### src/rtl/pair_pkg.sv
package pair_pkg;
    localparam int UNIT_W = 3;

    typedef enum logic [UNIT_W-1:0] {
        FU_NONE   = 3'd0,
        FU_ALU    = 3'd1,
        FU_BRANCH = 3'd2,
        FU_CSR    = 3'd3,
        FU_MULT   = 3'd4,
        FU_LSU    = 3'd5,
        FU_FPU    = 3'd6
    } fu_e;

    typedef struct packed {
        logic s0_go;
        logic s0_sec;
        logic sec_left;
        logic pri_left;
        logic bus_busy;
    } steer_t;
endpackage

### src/rtl/pair_dep_check.sv
module pair_dep_check #(
    parameter int REG_W   = 5,
    parameter int NUM_SRC = 2
) (
    input  logic [REG_W-1:0]              prod_rd_i,
    input  logic [NUM_SRC-1:0][REG_W-1:0] cons_src_i,
    input  logic [REG_W-1:0]              cons_rd_i,
    output logic                          raw_o,
    output logic                          waw_o
);
    logic             prod_live;
    logic [NUM_SRC-1:0] src_hit;

    assign prod_live = |prod_rd_i;

    for (genvar g = 0; g < NUM_SRC; g++) begin : g_src
        assign src_hit[g] = prod_live && (cons_src_i[g] == prod_rd_i);
    end

    assign raw_o = |src_hit;
    assign waw_o = prod_live && (cons_rd_i == prod_rd_i);

    always_comb begin
        AST_X0_NO_DEP: assert (!((raw_o || waw_o) && (prod_rd_i == '0)));
    end
endmodule

### src/rtl/pair_alu_steer.sv
module pair_alu_steer
    import pair_pkg::*;
(
    input  logic              s0_req_i,
    input  logic [UNIT_W-1:0] s0_unit_i,
    input  logic              pri_free_i,
    input  logic              sec_free_i,
    output steer_t            steer_o
);
    steer_t steer_d;
    logic   s0_alu;

    always_comb begin
        s0_alu           = (s0_unit_i == FU_ALU);
        steer_d.s0_sec   = s0_alu && sec_free_i;
        steer_d.s0_go    = s0_req_i && (!s0_alu || pri_free_i || sec_free_i);
        steer_d.sec_left = sec_free_i && !(steer_d.s0_go && s0_alu && steer_d.s0_sec);
        steer_d.pri_left = pri_free_i && !(steer_d.s0_go && s0_alu && !steer_d.s0_sec);
        steer_d.bus_busy = steer_d.s0_go &&
                           ((s0_alu && !steer_d.s0_sec) ||
                            (s0_unit_i == FU_BRANCH) || (s0_unit_i == FU_CSR));
    end

    assign steer_o = steer_d;

    always_comb begin
        AST_PREFER_SEC: assert (!(steer_d.s0_go && s0_alu && sec_free_i && !steer_d.s0_sec));
    end
endmodule

### src/rtl/pair_unit_check.sv
module pair_unit_check
    import pair_pkg::*;
(
    input  logic              s0_go_i,
    input  logic [UNIT_W-1:0] s0_unit_i,
    input  logic              s0_direct_jump_i,
    input  logic [UNIT_W-1:0] s1_unit_i,
    input  logic              alu_route_i,
    input  logic              bus_busy_i,
    output logic              s1_unit_ok_o
);
    logic kind_ok;
    logic same_unit;
    logic csr_solo;
    logic spec_branch;

    always_comb begin
        spec_branch = s0_go_i && (s0_unit_i == FU_BRANCH) && !s0_direct_jump_i;
        same_unit   = s0_go_i && (s0_unit_i == s1_unit_i) &&
                      (s1_unit_i != FU_NONE) && (s1_unit_i != FU_ALU);
        csr_solo    = s0_go_i && (s0_unit_i == FU_CSR);
        unique case (s1_unit_i)
            FU_NONE:   kind_ok = 1'b1;
            FU_ALU:    kind_ok = alu_route_i;
            FU_BRANCH: kind_ok = !bus_busy_i;
            FU_CSR:    kind_ok = 1'b0;
            FU_LSU:    kind_ok = !spec_branch;
            default:   kind_ok = 1'b1;
        endcase
        s1_unit_ok_o = kind_ok && !same_unit && !csr_solo;
    end

    always_comb begin
        AST_BRANCH_BUS: assert (!(s1_unit_ok_o && (s1_unit_i == FU_BRANCH) && bus_busy_i));
    end
endmodule

### src/rtl/pair_issue_arbiter.sv
module pair_issue_arbiter
    import pair_pkg::*;
#(
    parameter int REG_W   = 5,
    parameter int NUM_SRC = 2
) (
    input  logic                          s0_valid_i,
    input  logic                          s0_ready_i,
    input  logic [UNIT_W-1:0]             s0_unit_i,
    input  logic [REG_W-1:0]              s0_rd_i,
    input  logic                          s0_direct_jump_i,
    input  logic                          s1_valid_i,
    input  logic                          s1_ready_i,
    input  logic [UNIT_W-1:0]             s1_unit_i,
    input  logic [NUM_SRC-1:0][REG_W-1:0] s1_src_i,
    input  logic [REG_W-1:0]              s1_rd_i,
    input  logic                          alu_pri_free_i,
    input  logic                          alu_sec_free_i,
    output logic                          s0_issue_o,
    output logic                          s1_issue_o,
    output logic                          s0_alu_sec_o,
    output logic                          s1_alu_sec_o
);
    steer_t steer;
    logic   raw_hit;
    logic   waw_hit;
    logic   unit_ok;
    logic   alu_route;

    pair_alu_steer u_steer (
        .s0_req_i   (s0_valid_i && s0_ready_i),
        .s0_unit_i  (s0_unit_i),
        .pri_free_i (alu_pri_free_i),
        .sec_free_i (alu_sec_free_i),
        .steer_o    (steer)
    );

    pair_dep_check #(.REG_W(REG_W), .NUM_SRC(NUM_SRC)) u_dep (
        .prod_rd_i  (s0_rd_i),
        .cons_src_i (s1_src_i),
        .cons_rd_i  (s1_rd_i),
        .raw_o      (raw_hit),
        .waw_o      (waw_hit)
    );

    assign alu_route = steer.sec_left || (steer.pri_left && !steer.bus_busy);

    pair_unit_check u_unit (
        .s0_go_i          (steer.s0_go),
        .s0_unit_i        (s0_unit_i),
        .s0_direct_jump_i (s0_direct_jump_i),
        .s1_unit_i        (s1_unit_i),
        .alu_route_i      (alu_route),
        .bus_busy_i       (steer.bus_busy),
        .s1_unit_ok_o     (unit_ok)
    );

    always_comb begin
        s0_issue_o   = steer.s0_go;
        s0_alu_sec_o = steer.s0_go && steer.s0_sec;
        s1_issue_o   = steer.s0_go && s1_valid_i && s1_ready_i &&
                       !raw_hit && !waw_hit && unit_ok;
        s1_alu_sec_o = s1_issue_o && (s1_unit_i == FU_ALU) && steer.sec_left;
    end

    always_comb begin
        AST_S1_NEEDS_S0: assert (!(s1_issue_o && !s0_issue_o));
        AST_S1_NO_CSR: assert (!(s1_issue_o && (s1_unit_i == FU_CSR)));
        AST_CSR_SOLO: assert (!(s1_issue_o && (s0_unit_i == FU_CSR)));
        AST_NO_RAW: assert (!(s1_issue_o && (s0_rd_i != '0) &&
                             ((s1_src_i[0] == s0_rd_i) || (s1_src_i[NUM_SRC-1] == s0_rd_i))));
        AST_NO_WAW: assert (!(s1_issue_o && (s0_rd_i != '0) && (s1_rd_i == s0_rd_i)));
        AST_LSU_SPEC: assert (!(s1_issue_o && (s1_unit_i == FU_LSU) &&
                               (s0_unit_i == FU_BRANCH) && !s0_direct_jump_i));
        AST_ONE_ALU_EACH: assert (!(s0_alu_sec_o && s1_alu_sec_o));
    end
endmodule

### config.mk
export PLATFORM = sky130hd
export DESIGN_NAME = pair_issue_arbiter
export DESIGN_NICKNAME = d
export VERILOG_FILES = /design/src/rtl/pair_pkg.sv /design/src/rtl/pair_dep_check.sv /design/src/rtl/pair_alu_steer.sv /design/src/rtl/pair_unit_check.sv /design/src/rtl/pair_issue_arbiter.sv
export SDC_FILE = /design/constraint.sdc
export NUM_CORES = 1
export LEC_CHECK = 0
export BUFFER_PORTS_ARGS = -buffer_cell sky130_fd_sc_hd__buf_2
export CORE_AREA = 2 2 39 41
export DETAILED_ROUTE_END_ITERATION = 10
export DIE_AREA = 0 0 41 43
export GPL_TIMING_DRIVEN = 0
export PLACE_DENSITY = 0.75
export REMOVE_ABC_BUFFERS = 1
export SLEW_MARGIN = 10
export SYNTH_ARGS = -nofsm -noshare
export SYNTH_HDL_FRONTEND = slang
export SYNTH_SLANG_ARGS = --single-unit
### constraint.sdc
create_clock -name vclk -period 1.4
set_input_delay 0.28 -clock vclk [all_inputs]
set_output_delay 0.28 -clock vclk [all_outputs]
set_load 0.02 [all_outputs]
Word-level counts from Yosys, hierarchy flattened
Index checks and enable logic that the tools add are counted.
Widths: inputs -> output; s select.
{"block": "totals", "inputBits": 33, "reg_bits": 0, "elab_cells": 62, "output_inout_bits": 4}
{"block": "classes", "n_eq_ne": 12, "muxes": 1, "n_reduce_logical": 49}
{"op": "$logic_and 1x1->1", "count": 30}
{"op": "$eq 5x5->1", "count": 3}
{"op": "$eq 3x2->1 const B", "count": 4}
{"op": "$logic_not 1->1", "count": 11}
{"op": "$eq 3x1->1 const B", "count": 2}
{"op": "$logic_or 1x1->1", "count": 5}
{"op": "$reduce_or 5->1", "count": 1}
{"op": "$pmux 1 s4", "count": 1}
{"op": "$eq 3x3->1", "count": 1}
{"op": "$eq 3x3->1 const B", "count": 1}
{"op": "$ne 3x1->1 const B", "count": 1}
{"op": "$reduce_bool 3->1", "count": 1}
{"op": "$reduce_or 2->1", "count": 1}

Longest topological paths before layout
Gate-level depths: netlist of the first run.
{"block": "depth", "ltp_word": 17, "depth_mapped": 5}

Cells and area by module
From an unflattened synthesis of the first run, not the netlist that was laid out.
{"block": "unflattened", "hier_cells": 55, "area_unflattened_um2": 414.1}
{"module": "pair_dep_check", "instances": 1, "cells_per_inst": 24, "area_per_inst_um2": 178.9}
{"module": "pair_issue_arbiter", "instances": 1, "cells_per_inst": 8, "area_per_inst_um2": 82.6}
{"module": "pair_unit_check", "instances": 1, "cells_per_inst": 13, "area_per_inst_um2": 82.6}
{"module": "pair_alu_steer", "instances": 1, "cells_per_inst": 10, "area_per_inst_um2": 70.1}

Least setup slack after synthesis of the first run
No wires, ideal clock.
{"block": "synth_path", "path_kind": "input to output", "startpoint": "input port s0_unit_i[0]", "endpoint": "output port s1_issue_o", "stages": 5, "n_path_buf": 0, "setup_slack_ps": -190, "t_required_ps": 1120, "t_arrival_ps": 1310, "path_cell_list": "nor3b_2 nand3_2 nor4b_1 nor3_1 nor3_1"}
{"block": "synth_between", "elab_chain_cells": 15, "word_cells_on_any_way": 41, "classes_between": "4 x eq/ne; 1 x mux; 36 x reduce/logical"}
{"element": "from (decl)", "line_no": "pair_issue_arbiter.sv:9", "rtl": "input logic [UNIT_W-1:0] s0_unit_i,"}
{"element": "$eq 3x1->1", "line_no": "pair_alu_steer.sv:14", "rtl": "s0_alu = (s0_unit_i == FU_ALU);"}
{"element": "$logic_not 1->1", "line_no": "pair_alu_steer.sv:16", "rtl": "steer_d.s0_go = s0_req_i && (!s0_alu || pri_free_i || sec_free_i);"}
{"element": "$logic_or 1x1->1 (2 in a row)", "line_no": "pair_alu_steer.sv:16"}
{"element": "$logic_and 1x1->1", "line_no": "pair_alu_steer.sv:16"}
{"element": "$logic_and 1x1->1", "line_no": "pair_alu_steer.sv:17, pair_alu_steer.sv:18"}
{"element": "$logic_and 1x1->1", "line_no": "pair_alu_steer.sv:18", "rtl": "steer_d.pri_left = pri_free_i && !(steer_d.s0_go && s0_alu && !steer_d.s0_sec);"}
{"element": "$logic_not 1->1", "line_no": "pair_alu_steer.sv:18"}
{"element": "$logic_and 1x1->1", "line_no": "pair_alu_steer.sv:18"}
{"element": "$logic_and 1x1->1", "line_no": "pair_issue_arbiter.sv:46", "rtl": "assign alu_route = steer.sec_left || (steer.pri_left && !steer.bus_busy);"}
{"element": "$logic_or 1x1->1", "line_no": "pair_issue_arbiter.sv:46"}
{"element": "$pmux 1 s4", "line_no": "pair_unit_check.sv:22", "rtl": "unique case (s1_unit_i)"}
{"element": "$logic_and 1x1->1 (2 in a row)", "line_no": "pair_unit_check.sv:30", "rtl": "s1_unit_ok_o = kind_ok && !same_unit && !csr_solo;"}
{"element": "$logic_and 1x1->1 (*)", "line_no": "pair_issue_arbiter.sv:62", "rtl": "!raw_hit && !waw_hit && unit_ok;"}
{"element": "to (decl)", "line_no": "pair_issue_arbiter.sv:20", "rtl": "output logic s1_issue_o,"}
Mark *: on every way between the ends. The rest lies on a longest branch, timed or not.

Worst setup path in the final report of the first run
{"block": "layout_path", "startpoint": "input port s0_unit_i[1]", "endpoint": "output port s1_issue_o"}
Same word-level chain as after synthesis.

==> results of run 1 <==
worst paths after layout:
path	cells after the start	to	slack, ns	from
worst max-delay path	7	s1_issue_o	-0.15	s0_unit_i[1]
worst min-delay path	4	s0_alu_sec_o	0.90	alu_sec_free_i
metal layers:
layer,GRT usage [%],part of all wire (%)
met5,0,0
met4,0,0
met3,0,8.3
met2,30.63,57
met1,15.19,35
area by class of cell:
cell class         instances  area share, %
repair buffers            40          36.33
inverters                  3          2.455
multi-input cells         52          58.59
well taps                 16          2.619
through the flow:
stage	area (um2)	setup TNS [ns]	worst slack [ns]
floorplan	380.4	-0.3653	-0.1901
global placement	585.6	-0.5232	-0.2628
detailed placement	585.6	-0.5257	-0.2676
CTS	695.7	-0.2688	-0.1499
global route	764.5	-0.4926	-0.2510
finish	764.5	-0.2803	-0.1493
cells by family after synthesis:
logic type | after synthesis | synth area share [%]
XOR/XNOR | 17 | 39.14
buffers and inverters | 3 | 2.960
AND/OR/NAND/NOR | 24 | 36.84
AO/OA/AOI/OAI | 11 | 21.05
critical path: cells and delay by family:
kind | cells | cell delay, ns
buffers and inverters | 3 | 0.36
AO/OA/AOI/OAI | 3 | 0.43
AND/OR/NAND/NOR | 1 | 0.20
power by group through the flow:
| stage | clock network, mW | registers (mW) | logic, mW |
|---|---|---|---|
| after floorplan | 0 | 0 | 0.0763 |
| after global placement | 0 | 0 | 0.155 |
| after detailed placement | 0 | 0 | 0.159 |
| after CTS | 0 | 0 | 0.190 |
| after global routing | 0 | 0 | 0.229 |
| final | 0 | 0 | 0.211 |
cells in the final DEF, fill, tap and decap left out, drive strengths merged, types with 3 or more instances in the layout:
master / count
buf: 40
nor3: 6
nand2: 4
inv: 3
xnor2: 10
nand3: 3
nor2: 3
xor2: 7
what timing repair did:
| action | 4_1_cts | 5_1_grt |
|---|---|---|
| setup buffers | 1 | 2 |
| resized for setup | 28 | 17 |
| endpoints found under the setup margin | 2 | 3 |
| pin swaps | 13 | 11 |
==> out/results.ini, run 1 <==
[pwr]
clkPwrFrac_pct=0
leakagePower_nw=0.3370
ir_worst_vdd_v=0.0001230
switching_share_pct=45.48
intPower_mw=0.1151
p_seq_share_pct=0
combPwrFrac_pct=100.0
p_switching_mw=0.09601
power_mw=0.2111
power_density_nw_per_um2=276.2

[yosys]
synth_cells=55
syn-cell-area_um2=380.4
synth_cell_types=22
synth.avg_cell_area_um2=6.916
synth_most_common_cell=xnor2_1
synth_seq_area_share_pct=0
ys_warn_count=0
synth_top_cell_area_share_pct=23.03
yosysTopAreaCell=xnor2_1
synthTopCellsByArea=xnor2_1 (23%), xor2_1 (16%), nor3_1 (7.9%)
ys_top_cells_by_count=xnor2_1 (10), xor2_1 (7), nor3_1 (6)

[die]
core_area_um2=1384
die_w_um=41
initial_core_util_pct=27.49
dieArea_um2=1763
die_h_um=43
pin_count=37
num_rows=14

[hold_path]
hold_class=in -> out

[grt]
grt_use_total_pct=14.59
grt_max_degree=8
grt_pass1_wl_mm=1.897
grt_overflow=0
first_global_vias=525
antenna_found_initial=0

[cells_and_area]
nFlopsAndLatches=0
nets=130
fin_cells=111
clock_buffers=0
seqCellArea_um2=0
num_antenna_cells=0
final.fill_count=144
multi_input_area_um2=447.9
drive_gt1_share_pct=58.95
area_growth_syn_to_layout_pct=101.0
final_core_util_pct=55.24

[timing]
fin_ws_ns=-0.1493
finalHoldViolations=0
finalCritPeriodShare_pct=110.7
rsz0062_at_grt=yes
slew_violations=0
hold_slack_ns=0.9016
fmax_mhz=645.5
slew_headroom_pct=83.81
setup_viol=2
tightest_slew_ns=0.2403
timing.final.crit_period_ns=1.549

[flow_run]
cap_violations=0

[route]
drc=0
wl_per_cell_um=12.07
via_count=573
final_antenna_net_count=0
viasPerCell=5.162
drtIter0Drc=6
routed_wl_mm=1.340
dr.pass1.iters=5

[worst_setup_path]
cp-end-kind=output port
cp.arrival_ns=1.27
criticalPathCategory=in -> out
critPathRequiredTime_ns=1.12
crit_fanout=4
crit_path_start_kind=input port
slowest_stage=a311oi_2
max_stage_delay_ns=0.22
crit_chain=buf_12 > inv_6 > o21ai_2 > a311oi_2 > o211ai_1 > nor3_1 > buf_2

[placed_design]
gp_congestion=0.6889
placedCellCount=108
dp_hpwl_um=984.2
io_buffers=37

[outcome]
status=finished, violations left
violations=setup timing

[cts]
ctsHoldBuffers=0

No activity file was read; power rests on OpenSTA's default activity.
==> run 2, diff against run 1 <==
--- a/config.mk
+++ b/config.mk
@@ -5,12 +5,13 @@
 export SDC_FILE = /design/constraint.sdc
 export NUM_CORES = 1
 export LEC_CHECK = 0
+export ABC_AREA = 0
 export BUFFER_PORTS_ARGS = -buffer_cell sky130_fd_sc_hd__buf_2
 export CORE_AREA = 2 2 39 41
 export DETAILED_ROUTE_END_ITERATION = 10
 export DIE_AREA = 0 0 41 43
 export GPL_TIMING_DRIVEN = 0
-export PLACE_DENSITY = 0.75
+export PLACE_DENSITY_LB_ADDON = 0.1
 export REMOVE_ABC_BUFFERS = 1
 export SLEW_MARGIN = 10
 export SYNTH_ARGS = -nofsm -noshare
==> run 2 against run 1 <==
  * The flow still finishes with violations (setup timing)
  * Critical path depth stayed put
  * Power is 4.4% lower
  * Sequential share of layout area stayed put
  * Die area stayed put
  * Worst setup slack worse by 0.034 ns
  * Via count is 4.2% lower
  * Largest power group unchanged
  * Clock-buffer cell count stayed put
==> out/results.ini, run 2 (same netlist as run 1, synthesis figures left out) <==
[outcome]
status=finished, violations left  ; unchanged
violations=setup timing  ; unchanged

[cells_and_area]
nFlopsAndLatches=0  ; unchanged
num_antenna_cells=0  ; unchanged
seqCellArea_um2=0  ; unchanged
final_common_cell=buf_2  ; unchanged
nets=129  ; was 130
clock_buffers=0  ; unchanged
final.fill_count=154  ; was 144
fin_cells=110  ; was 111
multi_input_area_um2=441.7  ; was 447.9 um2
final_core_util_pct=51.81  ; was 55.24%
drive_gt1_share_pct=58.51  ; was 58.95%
postLayoutCellArea_um2=716.9  ; was 764.5 um2
area_growth_syn_to_layout_pct=88.49  ; was 101.0%
layout_common_cells=buf_2 (32), xnor2_1 (10), xor2_1 (7), nand2_1 (4), nor3_1 (4)  ; was buf_2 (26), xnor2_1 (10), xor2_1 (7), buf_4 (6), buf_6 (6)

[placed_design]
pre_cts_ws_ns=-0.2960  ; was -0.2676 ns
dp_hpwl_mm=1.005  ; was 984.2 um
placed_area_um2=585.6  ; unchanged
gp_congestion=0.7791  ; was 0.6889
placedCellCount=108  ; unchanged
io_buffers=37  ; unchanged

[pwr]
p_seq_share_pct=0  ; about the same
combPwrFrac_pct=100.0  ; about the same
p_switching_mw=0.09678  ; was 0.09601 mW
power_mw=0.2019  ; was 0.2111 mW
clkPwrFrac_pct=0  ; about the same
power_density_nw_per_um2=281.6  ; was 276.2 nW/um2
ir_worst_vdd_v=0.0001313  ; was 0.0001230 V
intPower_mw=0.1051  ; was 0.1151 mW
switching_share_pct=47.93  ; was 45.48%
leakagePower_nw=0.3161  ; was 0.3370 nW

[timing]
rsz0062_at_grt=yes  ; unchanged
finalCritPeriodShare_pct=113.1  ; was 110.7%
hold_slack_ns=0.9240  ; was 0.9016 ns
setup_viol=2  ; unchanged
slew_violations=0  ; unchanged
tightest_slew_ns=0.2253  ; was 0.2403 ns
fmax_mhz=631.5  ; was 645.5 MHz
timing.final.crit_period_ns=1.584  ; was 1.549 ns
tns_ns=-0.3550  ; was -0.2803 ns
finalHoldViolations=0  ; unchanged
fin_ws_ns=-0.1836  ; was -0.1493 ns
slew_headroom_pct=84.91  ; was 83.81%

[die]
die_w_um=41  ; unchanged
dieArea_um2=1763  ; unchanged
core_area_um2=1384  ; unchanged
num_rows=14  ; unchanged
die_h_um=43  ; unchanged
pin_count=37  ; unchanged
initial_core_util_pct=27.49  ; unchanged

[grt]
busiest_layer=met2  ; unchanged
grt_pass1_wl_mm=2.014  ; was 1.897 mm
use_met2_pct=26.88  ; was 30.63%
grt_use_total_pct=15.48  ; was 14.59%
grt_overflow=0  ; unchanged
met1_usage_pct=21.84  ; was 15.19%
first_global_vias=482  ; was 525
grt_max_degree=8  ; unchanged
grt_use_met3_pct=0  ; unchanged
antenna_found_initial=0  ; unchanged

[route]
drc=0  ; unchanged
routed_wl_mm=1.255  ; was 1.340 mm
via_count=549  ; was 573
final_antenna_net_count=0  ; unchanged
wl_per_cell_um=11.41  ; was 12.07 um
dr.pass1.iters=3  ; was 5
viasPerCell=4.991  ; was 5.162
drtIter0Drc=3  ; was 6

[worst_setup_path]
criticalPathCategory=in -> out  ; unchanged
critPathRequiredTime_ns=1.12  ; about the same
cp-end-kind=output port  ; unchanged
cp.arrival_ns=1.30  ; was 1.27 ns
crit_path_start_kind=input port  ; unchanged
crit_fanout=4  ; unchanged

[flow_run]
cap_violations=0  ; unchanged

[cts]
ctsHoldBuffers=0  ; unchanged

[hold_path]
worstHoldPathCells=4  ; unchanged
hold_class=in -> out  ; unchanged

==> run 2: final cells by class <==
class | count | share of cell area, %
Tap cell | 16 | 2.792
Multi-Input combinational cell | 52 | 61.61
Timing Repair Buffer | 39 | 32.98
Inverter | 3 | 2.618
==> run 2: worst paths after layout <==
path              slack [ns]       start            to
setup / recovery       -0.18  s0_rd_i[4]    s1_issue_o
hold / removal          0.92  s0_valid_i  s0_alu_sec_o
==> run 2: worst max-delay path, cell delays in order <==
cell,delay [ns]
buf_2,0.14
xor2_1,0.16
nor3_1,0.23
nand4_1,0.11
o211ai_1,0.14
nor3_1,0.08
buf_2,0.16
==> run 2: routing by layer <==
metal / vias up / part of all wire [%] / wire length, um
met1: 250 / 41 / 515
met3: 0 / 6.8 / 85
met2: 19 / 52 / 653
met4: 0 / 0 / 0
li1: 280 / - / -
met5: - / 0 / 0
==> run 2: repair_timing <==
item | in CTS | in global routing
gates resized for setup | 17 | 15
setup endpoints to repair | 2 | 2
setup buffers | 2 | 0
endpoints found under the hold margin | 0 | 0
gates cloned | 0 | 0
pin swaps | 9 | 12
==> run 2: power groups by stage <==
stage	Clock [mW]	Sequential [mW]	Combinational [mW]
after floorplan	0	0	0.0763
after global placement	0	0	0.158
after detailed placement	0	0	0.160
after CTS	0	0	0.182
after global routing	0	0	0.223
final	0	0	0.202
==> run 3, diff against run 2 <==
==> constraint.sdc (replaced) <==
create_clock -name vclk -period 1.4
set_input_delay 0.07 -clock vclk [all_inputs]
set_output_delay 0.07 -clock vclk [all_outputs]
set_load 0.02 [all_outputs]
==> run 3 against run 2 <==
  * The run now ends clean
  * Clock-buffer cell count unchanged
  * Utilization fell by 9.5 points
  * Routed wire length shrank 11%
  * Final cell count shrank 1.8%
  * Worst hold slack lost 0.43 ns
  * Highest routed layer unchanged
==> out/results.ini, run 3 (same netlist as run 1, synthesis figures left out) <==
[cts]
post_cts_buffers=0  ; was 2
cts_resized=0  ; was 17

[timing]
setup_viol=0  ; was 2
slew_headroom_pct=79.82  ; was 84.91%
fmax_mhz=808.9  ; was 631.5 MHz
tightest_slew_ns=0.2995  ; was 0.2253 ns
rsz0062_at_grt=no  ; was yes
tns_ns=0  ; was -0.3550 ns
slew_violations=0  ; unchanged
timing.final.crit_period_ns=1.236  ; was 1.584 ns
finalCritPeriodShare_pct=88.30  ; was 113.1%
finalHoldViolations=0  ; unchanged

[route]
final_antenna_net_count=0  ; unchanged
drtIter0Drc=3  ; unchanged
drc=0  ; unchanged
wl_per_cell_um=10.32  ; was 11.41 um
viasPerCell=4.861  ; was 4.991
via_count=525  ; was 549
dr.pass1.iters=4  ; was 3
routed_wl_mm=1.115  ; was 1.255 mm

[grt]
grt_use_total_pct=13.29  ; was 15.48%
grt_max_degree=8  ; unchanged
grt_pass1_wl_mm=1.766  ; was 2.014 mm
first_global_vias=442  ; was 482
antenna_found_initial=0  ; unchanged
grt_overflow=0  ; unchanged

[placed_design]
gp_congestion=0.7791  ; unchanged
dp_hpwl_mm=1.005  ; unchanged
io_buffers=37  ; unchanged
placed_area_um2=585.6  ; unchanged

[die]
die_w_um=41  ; unchanged
num_rows=14  ; unchanged
initial_core_util_pct=27.49  ; unchanged
dieArea_um2=1763  ; unchanged
core_area_um2=1384  ; unchanged
pin_count=37  ; unchanged
die_h_um=43  ; unchanged

[cells_and_area]
final_common_cell=buf_2  ; unchanged
layout_common_cells=buf_2 (37), xnor2_1 (10), xor2_1 (7), nor3_1 (6), nand2_1 (4)  ; was buf_2 (32), xnor2_1 (10), xor2_1 (7), nand2_1 (4), nor3_1 (4)
postLayoutCellArea_um2=585.6  ; was 716.9 um2
num_antenna_cells=0  ; unchanged
area_growth_syn_to_layout_pct=53.95  ; was 88.49%
nFlopsAndLatches=0  ; unchanged
clock_buffers=0  ; unchanged
drive_gt1_share_pct=45.65  ; was 58.51%
final.fill_count=165  ; was 154
seqCellArea_um2=0  ; unchanged
nets=127  ; was 129

[worst_setup_path]
cp.arrival_ns=1.17  ; was 1.30 ns
criticalPathCategory=in -> out  ; unchanged
cp-end-kind=output port  ; unchanged
critPathRequiredTime_ns=1.33  ; was 1.12 ns
crit_path_start_kind=input port  ; unchanged
crit_fanout=4  ; unchanged

[hold_path]
worstHoldPathCells=4  ; unchanged
hold_end=s0_alu_sec_o  ; unchanged
hold_path.startpoint=s0_ready_i  ; was s0_valid_i
hold_class=in -> out  ; unchanged

[outcome]
status=completed  ; was finished, violations left

[pwr]
power_density_nw_per_um2=269.1  ; was 281.6 nW/um2
leakagePower_nw=0.2678  ; was 0.3161 nW
ir_worst_vdd_v=0.00009256  ; was 0.0001313 V

[flow_run]
cap_violations=0  ; unchanged

run 3: worst max path at each step:
| stage | startpoint | endpoint | slack, ns | cells past startpoint |
|---|---|---|---|---|
| finish | s0_unit_i[1] | s1_issue_o | 0.16 | 7 |
| global route | s0_unit_i[1] | s1_issue_o | 0.0009 | 7 |
| CTS | s0_unit_i[1] | s1_alu_sec_o | 0.12 | 7 |
| detailed placement | s0_unit_i[1] | s1_alu_sec_o | 0.12 | 7 |
| global placement | s0_unit_i[1] | s1_alu_sec_o | 0.14 | 7 |
| floorplan | s0_unit_i[0] | s1_issue_o | 0.23 | 5 |
run 3: layout make-up:
cell class,count,area [um2],share of cell area [%]
Inverter,3,11.26,1.923
Tap cell,16,20.02,3.419
Timing Repair Buffer,37,185.2,31.62
Multi-Input combinational cell,52,369.1,63.03
run 3: repair_timing:
action                                 4_1_cts  5_1_grt
setup endpoints to repair                    0        2
hold buffers                                 0        0
endpoints found under the hold margin        0        0
run 3: power by group:
group / internal, mW / switching, mW
Clock: 0 / 0
Combinational: 0.0811 / 0.0765
Sequential: 0 / 0
Total: 0.0811 / 0.0765
run 3: metal layers:
layer | global-route usage [%] | wire [um] | vias up
met5 | 0 | 0 | -
met4 | 0 | 0 | 0
met3 | 0 | 78 | 0
met2 | 22.19 | 529 | 23
met1 | 19.62 | 507 | 222
li1 | - | - | 280
run 3: per-stage QoR:
stage	hold slack (ns)	worst slack (ns)	instances	power (mW)	utilization, %
2_1_floorplan	0.2776	0.2299	55	0.07632	-
3_3_place_gp	0.4935	0.1389	108	0.1579	42.31
3_5_place_dp	0.4989	0.1240	108	0.1596	42.31
4_1_cts	0.4991	0.1171	108	0.1600	42.31
5_1_grt	0.5054	0.0009018	108	0.1758	42.31
6_report	0.4957	0.1638	108	0.1576	42.31
run 3: critical path: stages:
cell      delay, ns
buf_2          0.14
inv_2          0.07
o21ai_0        0.07
a311oi_1       0.28
o211ai_1       0.16
nor3_1         0.19
buf_2          0.19
